--- src/rtl/pause_seq_pkg.sv ---
// Package: shared state encoding for the pause request sequencer.
// Assumes: all sequencer submodules import this package.
package pause_seq_pkg;

    typedef enum logic [2:0] {
        ST_IDLE     = 3'd0,  // waiting for a start pulse
        ST_GLOBAL   = 3'd1,  // global pause requested, waiting for sent status
        ST_PRIO_REQ = 3'd2,  // one class requested, waiting for its status
        ST_PRIO_GAP = 3'd3,  // one idle cycle between class requests
        ST_CLEAR    = 3'd4   // outputs cleared, completion reported
    } seq_state_t;

endpackage

--- src/rtl/pause_seq_timer.sv ---
// Module: wait watchdog. Counts the cycles spent in the current state and
// flags expiry once the state has lasted LIMIT cycles.
// Assumes: clr_i is high on every edge where the controller changes state.
module pause_seq_timer #(
    parameter int LIMIT = 1024
) (
    input  logic clk,
    input  logic rst_n,
    input  logic clr_i,
    output logic expired_o
);

    localparam int CNT_W = (LIMIT > 2) ? $clog2(LIMIT) : 1;
    localparam logic [CNT_W-1:0] LAST = CNT_W'(LIMIT - 1);

    logic [CNT_W-1:0] cnt_q;

    // Count up from zero on state entry and saturate at the last value.
    always_ff @(posedge clk) begin
        if (!rst_n || clr_i) begin
            cnt_q <= '0;
        end else if (cnt_q != LAST) begin
            cnt_q <= cnt_q + CNT_W'(1);
        end
    end

    // Expiry is the last cycle of the allowed window.
    assign expired_o = (cnt_q == LAST);

endmodule

--- src/rtl/pause_seq_ctrl.sv ---
// Module: sequencing controller. Walks the global -> per-class order,
// tracks the current class, and keeps the sticky timeout flag.
// Assumes: status inputs are synchronous to clk; a status that arrives in the
// same cycle as watchdog expiry takes precedence.
module pause_seq_ctrl
    import pause_seq_pkg::*;
#(
    parameter int NUM_PRIO = 8,
    parameter int IDX_W    = (NUM_PRIO > 1) ? $clog2(NUM_PRIO) : 1
) (
    input  logic                clk,
    input  logic                rst_n,
    input  logic                start_i,
    input  logic                link_aligned_i,
    input  logic                tx_pause_sent_i,
    input  logic [NUM_PRIO-1:0] prio_valid_i,
    input  logic                expired_i,
    output seq_state_t          state_o,
    output logic [IDX_W-1:0]    idx_o,
    output logic                tmr_clr_o,
    output logic                err_o
);

    localparam logic [IDX_W-1:0] TOP_IDX = IDX_W'(NUM_PRIO - 1);

    seq_state_t       state_q, state_d;
    logic [IDX_W-1:0] idx_q, idx_d;
    logic             err_q, err_set, run_accept;

    // Next-state and class-index selection; link loss overrides all.
    always_comb begin
        state_d = state_q;
        idx_d   = idx_q;
        err_set = 1'b0;
        case (state_q)
            ST_IDLE: begin
                if (start_i) state_d = ST_GLOBAL;
            end
            ST_GLOBAL: begin
                if (tx_pause_sent_i) begin
                    state_d = ST_PRIO_REQ;
                    idx_d   = TOP_IDX;
                end else if (expired_i) begin
                    state_d = ST_CLEAR;
                    err_set = 1'b1;
                end
            end
            ST_PRIO_REQ: begin
                if (prio_valid_i[idx_q]) begin
                    state_d = (idx_q == '0) ? ST_CLEAR : ST_PRIO_GAP;
                end else if (expired_i) begin
                    state_d = ST_CLEAR;
                    err_set = 1'b1;
                end
            end
            ST_PRIO_GAP: begin
                state_d = ST_PRIO_REQ;
                idx_d   = idx_q - IDX_W'(1);
            end
            ST_CLEAR: begin
                state_d = ST_IDLE;
            end
            default: begin
                state_d = ST_IDLE;
            end
        endcase
        if (!link_aligned_i) begin
            state_d = ST_IDLE;
            err_set = 1'b0;
        end
    end

    // A run is accepted when idle moves to the global step.
    assign run_accept = (state_q == ST_IDLE) && (state_d == ST_GLOBAL);

    // State and class-index registers.
    always_ff @(posedge clk) begin
        if (!rst_n) begin
            state_q <= ST_IDLE;
            idx_q   <= '0;
        end else begin
            state_q <= state_d;
            idx_q   <= idx_d;
        end
    end

    // Sticky timeout flag, cleared only by an accepted start.
    always_ff @(posedge clk) begin
        if (!rst_n) begin
            err_q <= 1'b0;
        end else if (err_set) begin
            err_q <= 1'b1;
        end else if (run_accept) begin
            err_q <= 1'b0;
        end
    end

    assign state_o   = state_q;
    assign idx_o     = idx_q;
    assign tmr_clr_o = (state_d != state_q);
    assign err_o     = err_q;

endmodule

--- src/rtl/pause_seq_drive.sv ---
// Module: output decoder. Maps the controller state and class index onto
// the enable/request vectors and the busy/done flags.
// Assumes: the global bit sits above the NUM_PRIO class bits.
module pause_seq_drive
    import pause_seq_pkg::*;
#(
    parameter int NUM_PRIO = 8,
    parameter int IDX_W    = (NUM_PRIO > 1) ? $clog2(NUM_PRIO) : 1,
    parameter int VEC_W    = NUM_PRIO + 1
) (
    input  seq_state_t       state_i,
    input  logic [IDX_W-1:0] idx_i,
    output logic [VEC_W-1:0] pause_en_o,
    output logic [VEC_W-1:0] pause_req_o,
    output logic             busy_o,
    output logic             done_o
);

    localparam logic [VEC_W-1:0] EN_GLOBAL = {1'b1, {NUM_PRIO{1'b0}}};
    localparam logic [VEC_W-1:0] EN_CLASS  = {1'b0, {NUM_PRIO{1'b1}}};

    logic [NUM_PRIO-1:0] class_req;

    // One request line per class, set only for the selected class.
    for (genvar g = 0; g < NUM_PRIO; g++) begin : g_class_req
        assign class_req[g] = (state_i == ST_PRIO_REQ) && (idx_i == IDX_W'(g));
    end

    // Enable vector by phase.
    always_comb begin
        case (state_i)
            ST_GLOBAL:                pause_en_o = EN_GLOBAL;
            ST_PRIO_REQ, ST_PRIO_GAP: pause_en_o = EN_CLASS;
            default:                  pause_en_o = '0;
        endcase
    end

    assign pause_req_o = {state_i == ST_GLOBAL, class_req};
    assign busy_o      = (state_i != ST_IDLE);
    assign done_o      = (state_i == ST_CLEAR);

endmodule

--- src/rtl/pause_seq.sv ---
// Module: pause and per-class pause request sequencer (top).
// Connects the controller, watchdog and output decoder.
// Assumes: start_i is a pulse from the packet generator; MAC status inputs
// are synchronous to clk.
module pause_seq
    import pause_seq_pkg::*;
#(
    parameter int NUM_PRIO       = 8,
    parameter int TIMEOUT_CYCLES = 1024
) (
    input  logic                clk,
    input  logic                rst_n,
    input  logic                start_i,
    input  logic                link_aligned_i,
    input  logic                tx_pause_sent_i,
    input  logic [NUM_PRIO-1:0] tx_prio_valid_i,
    output logic [NUM_PRIO:0]   pause_en_o,
    output logic [NUM_PRIO:0]   pause_req_o,
    output logic                busy_o,
    output logic                done_o,
    output logic                timeout_err_o
);

    localparam int IDX_W = (NUM_PRIO > 1) ? $clog2(NUM_PRIO) : 1;
    localparam int VEC_W = NUM_PRIO + 1;

    seq_state_t       state;
    logic [IDX_W-1:0] idx;
    logic             tmr_clr, expired;

    // Sequencing controller.
    pause_seq_ctrl #(.NUM_PRIO(NUM_PRIO), .IDX_W(IDX_W)) ctrl_i (
        .clk             (clk),
        .rst_n           (rst_n),
        .start_i         (start_i),
        .link_aligned_i  (link_aligned_i),
        .tx_pause_sent_i (tx_pause_sent_i),
        .prio_valid_i    (tx_prio_valid_i),
        .expired_i       (expired),
        .state_o         (state),
        .idx_o           (idx),
        .tmr_clr_o       (tmr_clr),
        .err_o           (timeout_err_o)
    );

    // Per-state wait watchdog.
    pause_seq_timer #(.LIMIT(TIMEOUT_CYCLES)) timer_i (
        .clk       (clk),
        .rst_n     (rst_n),
        .clr_i     (tmr_clr),
        .expired_o (expired)
    );

    // Output decode.
    pause_seq_drive #(.NUM_PRIO(NUM_PRIO), .IDX_W(IDX_W), .VEC_W(VEC_W)) drive_i (
        .state_i     (state),
        .idx_i       (idx),
        .pause_en_o  (pause_en_o),
        .pause_req_o (pause_req_o),
        .busy_o      (busy_o),
        .done_o      (done_o)
    );

endmodule

--- config.mk ---
export PLATFORM = sky130hd
export DESIGN_NAME = pause_seq
export DESIGN_NICKNAME = d
export VERILOG_FILES = /design/src/rtl/pause_seq_pkg.sv /design/src/rtl/pause_seq_timer.sv /design/src/rtl/pause_seq_ctrl.sv /design/src/rtl/pause_seq_drive.sv /design/src/rtl/pause_seq.sv
export SDC_FILE = /design/constraint.sdc
export NUM_CORES = 1
export LEC_CHECK = 0
export BUFFER_PORTS_ARGS = -buffer_cell sky130_fd_sc_hd__buf_2
export CAP_MARGIN = 20
export CORE_ASPECT_RATIO = 1.4
export CORE_MARGIN = 3
export CORE_UTILIZATION = 45
export DETAILED_ROUTE_END_ITERATION = 8
export GPL_TIMING_DRIVEN = 0
export PLACE_DENSITY = 0.76
export SETUP_SLACK_MARGIN = 0.02
export SYNTH_ARGS = -nofsm -noshare
export SYNTH_HDL_FRONTEND = slang
export SYNTH_SLANG_ARGS = --single-unit
--- constraint.sdc ---
create_clock -name clk -period 2.15 [get_ports clk]
set_input_delay 0.1075 -clock clk [delete_from_list [all_inputs] [get_ports clk]]
set_output_delay 0.1075 -clock clk [all_outputs]
set_load 0.05 [all_outputs]
==> metrics.yaml, run 1 <==
synth_area_leaders: "dfxtp_1 30%, ha_1 6.6%, buf_4 5.3%"
cts_tree: "done"
drc: 0
synth.avg_cell_area_um2: 8.19
tightest_slew_ns: 0.601
critPathMaxFanout: 5
ys_ff_latch: 17
finalMaxSlewViolations: 0
postSynth.asyncResetShare_pct: 0
grt_pass1_wl_um: 4970
cts.sinks: 17
post-route-period-util_pct: 106
core_area_um2: 2280
holdPathEnd: "ctrl_i.err_o"
track_usage_pct: 19.6
cts-root-buf: "clkbuf_4"
critPathArrivalTime_ns: 2.50
vias: 1180
hold-path-cell-count: 3
synthesis.nets: 158
placed_cells: 205
first_iter_violations: 49
hold_violations: 0
place_congestion: 0.878
setup_viol: 10
tns_ns: -0.950
power_mw: 0.639
cp.required_ns: 2.38
grt_pass1_vias: 1139
timing.rr.start: "ctrl_i.idx_o[0]"
synth_edf_count: 0
grt_max_degree: 11
min-delay-start: "link_aligned_i"
synth_top_area_share_pct: 29.9
worstSetupPathType: "reg -> reg"
layout.nets: 204
drt_wl_total_um: 3100
ios: 34
relSlewSlack_pct: 59.6
die_area_um2: 3180
dr.pass1.iters: 4
peakVddDrop_mv: 0.305
portBuffers: 33
violations: "negative setup slack"
start_util_pct: 50.0
viasPerCell: 5.44
wire_per_inst_um: 14.3
post_dp_cell_area_um2: 1350
stdcell_count: 217
numCtsBuffers: 3
crit_path_end_kind: "register"
clkLatencyLatePin_ns: 0.28
syn2layout_area_growth_pct: 34.4
clkSlewWorstSetupHoldPaths_ns: 0.09
rsz0062_at_grt: "true"
worst_slack_ns: -0.125
cts_max_path_buffers: 2
synth_flop_cell: "dfxtp_1"
p_leak_nw: 0.717
p_per_area_nw_per_um2: 418
fin_skew_ns: 0.00196
syn_area_um2: 1140
synth.distinct_cells: 37
drive_gt1_share_pct: 41.3
period_minus_slack_ns: 2.27
htreeDepth: 1
reg2regPathDepth: 8
finalInstanceArea_um2: 1530
die_y_um: 65.5
cp-start-kind: "register"
syn_inst: 139
ys_seq_area_share_pct: 29.9
gr-total-overflow: 0
die_width_um: 48.5
r2r_slack_ns: -0.12
max_freq_mhz: 440
status: "complete, but fails checks"
min_path_type: "in -> reg"
r2r_end: "timer_i.cnt_q[7]"
hold_buffers: 0
row_count: 20
antenna_found_initial: 0
yosysMostFrequentCell: "dfxtp_1"
maxCapViolCount: 0
num_antenna_cells: 0
synth_top_area_cell: "dfxtp_1"
yosys_warnings: 0
ant_nets: 0
hpwlAfterDp_um: 2180
synthTopCellsByCount: "17 x dfxtp_1, 15 x nor2_1, 10 x nand3_1, 10 x o21ai_0"
-- per-layer routing --
layer  track usage, %  up-vias  share of wire (%)
met5                0        -                  0
met4             4.27        0                  0
met3             2.72        0                4.9
met2             40.5       34                 56
met1             20.5      559                 39
li1                 -      587                  -
-- final cells by class --
class,count,area [um2]
buffer,10,68.8
clock buffer,4,26.3
fill,201,747
inverter,5,18.8
multi-input combinational,105,787
sequential,17,344
tap,33,41.3
timing repair buffer,43,244
-- cell usage in the layout (no fill, tap or decap), types with 3 or more instances in the layout --
cell type,count
a21oi_1,5
and2_1,4
and3_1,8
buf_2,33
buf_4,17
clkbuf_4,3
dfxtp_1,16
ha_1,6
inv_1,5
nand2_1,8
nand2b_1,3
nand3_1,9
nor2_1,12
nor2_2,3
nor3_1,4
o21ai_0,8
-- repair_timing --
item | in CTS | in global routing
pin swaps | 3 | 13
endpoints found under the setup margin | 15 | 16
cloned | 1 | 0
gates resized for setup | 5 | 14
setup buffers | 3 | 7
hold endpoints to repair | 0 | 0
-- worst max-delay path by stage --
stage | start | cells past startpoint | endpoint
after floorplan | ctrl_i.idx_o[0] | 6 | timer_i.cnt_q[6]
after global placement | timer_i.cnt_q[0] | 8 | timer_i.cnt_q[6]
after detailed placement | timer_i.cnt_q[0] | 8 | timer_i.cnt_q[4]
after CTS | ctrl_i.idx_o[0] | 7 | timer_i.cnt_q[4]
after global routing | ctrl_i.idx_o[0] | 7 | timer_i.cnt_q[4]
final | ctrl_i.idx_o[0] | 8 | timer_i.cnt_q[7]
-- metrics by stage --
stage	hold slack, ns	utilization (%)	worst slack, ns
CTS	0.0934	62.6	-0.133
global route	0.111	67.2	-0.227
detailed placement	0.403	59.2	-0.358
finish	0.0971	67.2	-0.125
floorplan	0.224	-	0.0147
global placement	0.387	59.2	-0.261
-- where the power goes --
group          total, mW  switching (mW)  internal, mW
registers          0.331         0.00913         0.322
logic              0.141          0.0796        0.0617
clock network      0.167          0.0950        0.0720
-- state kept, by name, summed over array words and instances (netlist names) --
register and cells:
timer_i.cnt_q 10, ctrl_i.idx_o 3, ctrl_i.state_o 3, ctrl_i.err_o 1
-- logic make-up after synthesis --
group                    count (synthesis)  share of synthesized area, %
AO/OA/AOI/OAI                           25                          13.6
XOR/XNOR                                 2                          1.54
adder cells (fa/ha/maj)                  6                          6.59
buffers and inverters                   18                          8.57
flip-flops                              17                          29.9
multiplexers                             5                          7.36
AND/OR/NAND/NOR                         66                          32.4
-- worst max-delay path, stage by stage, from the launching register on --
cell	delay, ns
dfxtp_4	0.39
mux4_2	0.52
mux2_4	0.31
a222oi_1	0.28
buf_4	0.18
or3_4	0.13
nand4b_4	0.14
buf_4	0.18
a21oi_2	0.08
Note: power is estimated with default switching activity, not from simulation.
==> inputs of run 2 (changes only) <==
--- a/config.mk
+++ b/config.mk
@@ -17,3 +17,4 @@
 export SYNTH_ARGS = -nofsm -noshare
 export SYNTH_HDL_FRONTEND = slang
 export SYNTH_SLANG_ARGS = --single-unit
+export TNS_END_PERCENT = 30
==> metrics.yaml, run 2 (synthesis gave the netlist of run 1 again) <==
cp.required_ns: 2.37
largest_reg_flops: 10
regMostFlops: "timer_i.cnt_q"
fin_skew_ns: 0.00148
final_common_cell: "buf_2"
worst_slack_ns: -0.116
worstSetupPathType: "reg -> reg"
post_dp_cell_area_um2: 1350
period_minus_slack_ns: 2.27
worst_hold_slack_ns: 0.104
min-delay-start: "rst_n"
finalInstanceArea_um2: 1500
num_antenna_cells: 0
cpPeakStageDelay_ns: 0.52
holdPathEnd: "ctrl_i.idx_o[1]"
status: "complete, but fails checks"
htreeDepth: 1
grt_pass1_vias: 1180
cts-root-buf: "clkbuf_4"
setup_viol: 11
reg2regPathDepth: 6
cpMaxStageDelayCell: "mux4_2"
portBuffers: 33
wire_per_inst_um: 13.4
antenna_found_initial: 0
viasPerCell: 5.62
start_util_pct: 50.0
crit_chain: "mux4_2 > mux2_4 > a222oi_1 > or3_4 > nand4b_4 > a211oi_2"
violations: "negative setup slack"
rsz0062_at_grt: "true"
hold_buffers: 0
post-route-period-util_pct: 105
ant_nets: 0
grt_pass1_wl_um: 4920
final_cell_mix: "34 x buf_2, 15 x dfxtp_1, 14 x buf_4, 12 x nor2_1, 9 x nand3_1"
cts.sinks: 17
die_width_um: 48.5
maxCapViolCount: 0
finalMaxSlewViolations: 0
drt_wl_total_um: 2880
cp-start-kind: "register"
cts_tree: "done"
hold_violations: 0
vias: 1208
numCtsBuffers: 3
relSlewSlack_pct: 63.0
drc: 0
dr.pass1.iters: 4
peakVddDrop_mv: 0.418
preCtsSetupSlack_ns: -0.360
clkSlewWorstSetupHoldPaths_ns: 0.10
placed_cells: 205
grt_max_degree: 11
r2r_end: "timer_i.cnt_q[4]"
power_mw: 0.639
first_iter_violations: 73
layout.nets: 202
core_area_um2: 2280
p_leak_nw: 0.709
critPathMaxFanout: 5
cts_max_path_buffers: 2
row_count: 20
track_usage_pct: 19.2
r2r_slack_ns: -0.12
critPathArrivalTime_ns: 2.49
ios: 34
timing.rr.start: "ctrl_i.idx_o[0]"
clkLatencyLatePin_ns: 0.29
hpwlAfterDp_um: 2000
gr-total-overflow: 0
min_path_type: "in -> reg"
place_congestion: 0.956
syn2layout_area_growth_pct: 32.1
drive_gt1_share_pct: 40.7
stdcell_count: 215
die_y_um: 65.5
die_area_um2: 3180
max_freq_mhz: 441
p_per_area_nw_per_um2: 425
tns_ns: -0.752
post-route-util_pct: 66.0
tightest_slew_ns: 0.547
crit_path_end_kind: "register"
hold-path-cell-count: 3
## run 2: timing repair
action / CTS / global route
setup endpoints to repair: 15 / 14
gates cloned: 1 / 0
buffers inserted: 8 / 0
pin swaps: 5 / 4
gates resized for setup: 15 / 8
## run 2: how the worst max path moves through the flow
| stage | start | endpoint | slack (ns) | cells past startpoint |
|---|---|---|---|---|
| finish | ctrl_i.idx_o[0] | timer_i.cnt_q[4] | -0.12 | 6 |
| global route | ctrl_i.idx_o[0] | timer_i.cnt_q[6] | -0.19 | 6 |
| CTS | ctrl_i.idx_o[0] | timer_i.cnt_q[0] | -0.03 | 6 |
| detailed placement | timer_i.cnt_q[0] | timer_i.cnt_q[6] | -0.36 | 8 |
| global placement | timer_i.cnt_q[0] | timer_i.cnt_q[6] | -0.33 | 8 |
| floorplan | ctrl_i.idx_o[0] | timer_i.cnt_q[6] | -0.07 | 6 |
## run 2: critical path, delay by kind of cell (launching register included)
kind             cells  cell delay, ns
multiplexers         2            0.82
AO/OA/AOI/OAI        2            0.60
AND/OR/NAND/NOR      2            0.41
flip-flops           1            0.38
## run 2: where the power goes
| group | switching, mW | internal, mW |
|---|---|---|
| combinational | 0.0747 | 0.0603 |
| clock | 0.101 | 0.0722 |
| sequential | 0.00916 | 0.322 |
| total | 0.185 | 0.455 |
## run 2: routing by layer
layer / GRT usage, % / routed length, um / vias to the layer above
li1: - / - / 582
met1: 20.5 / 1150 / 563
met2: 36.9 / 1500 / 54
met3: 2.95 / 170 / 9
met4: 8.54 / 55 / 0
met5: 0 / 0 / -
## run 2: layout make-up
type | instances | area, um2
Inverter | 5 | 18.8
Buffer | 10 | 68.8
Tap cell | 33 | 41.3
Multi-Input combinational cell | 105 | 771
Fill cell | 185 | 773
Sequential cell | 17 | 345
Timing Repair Buffer | 41 | 233
Clock buffer | 4 | 26.3
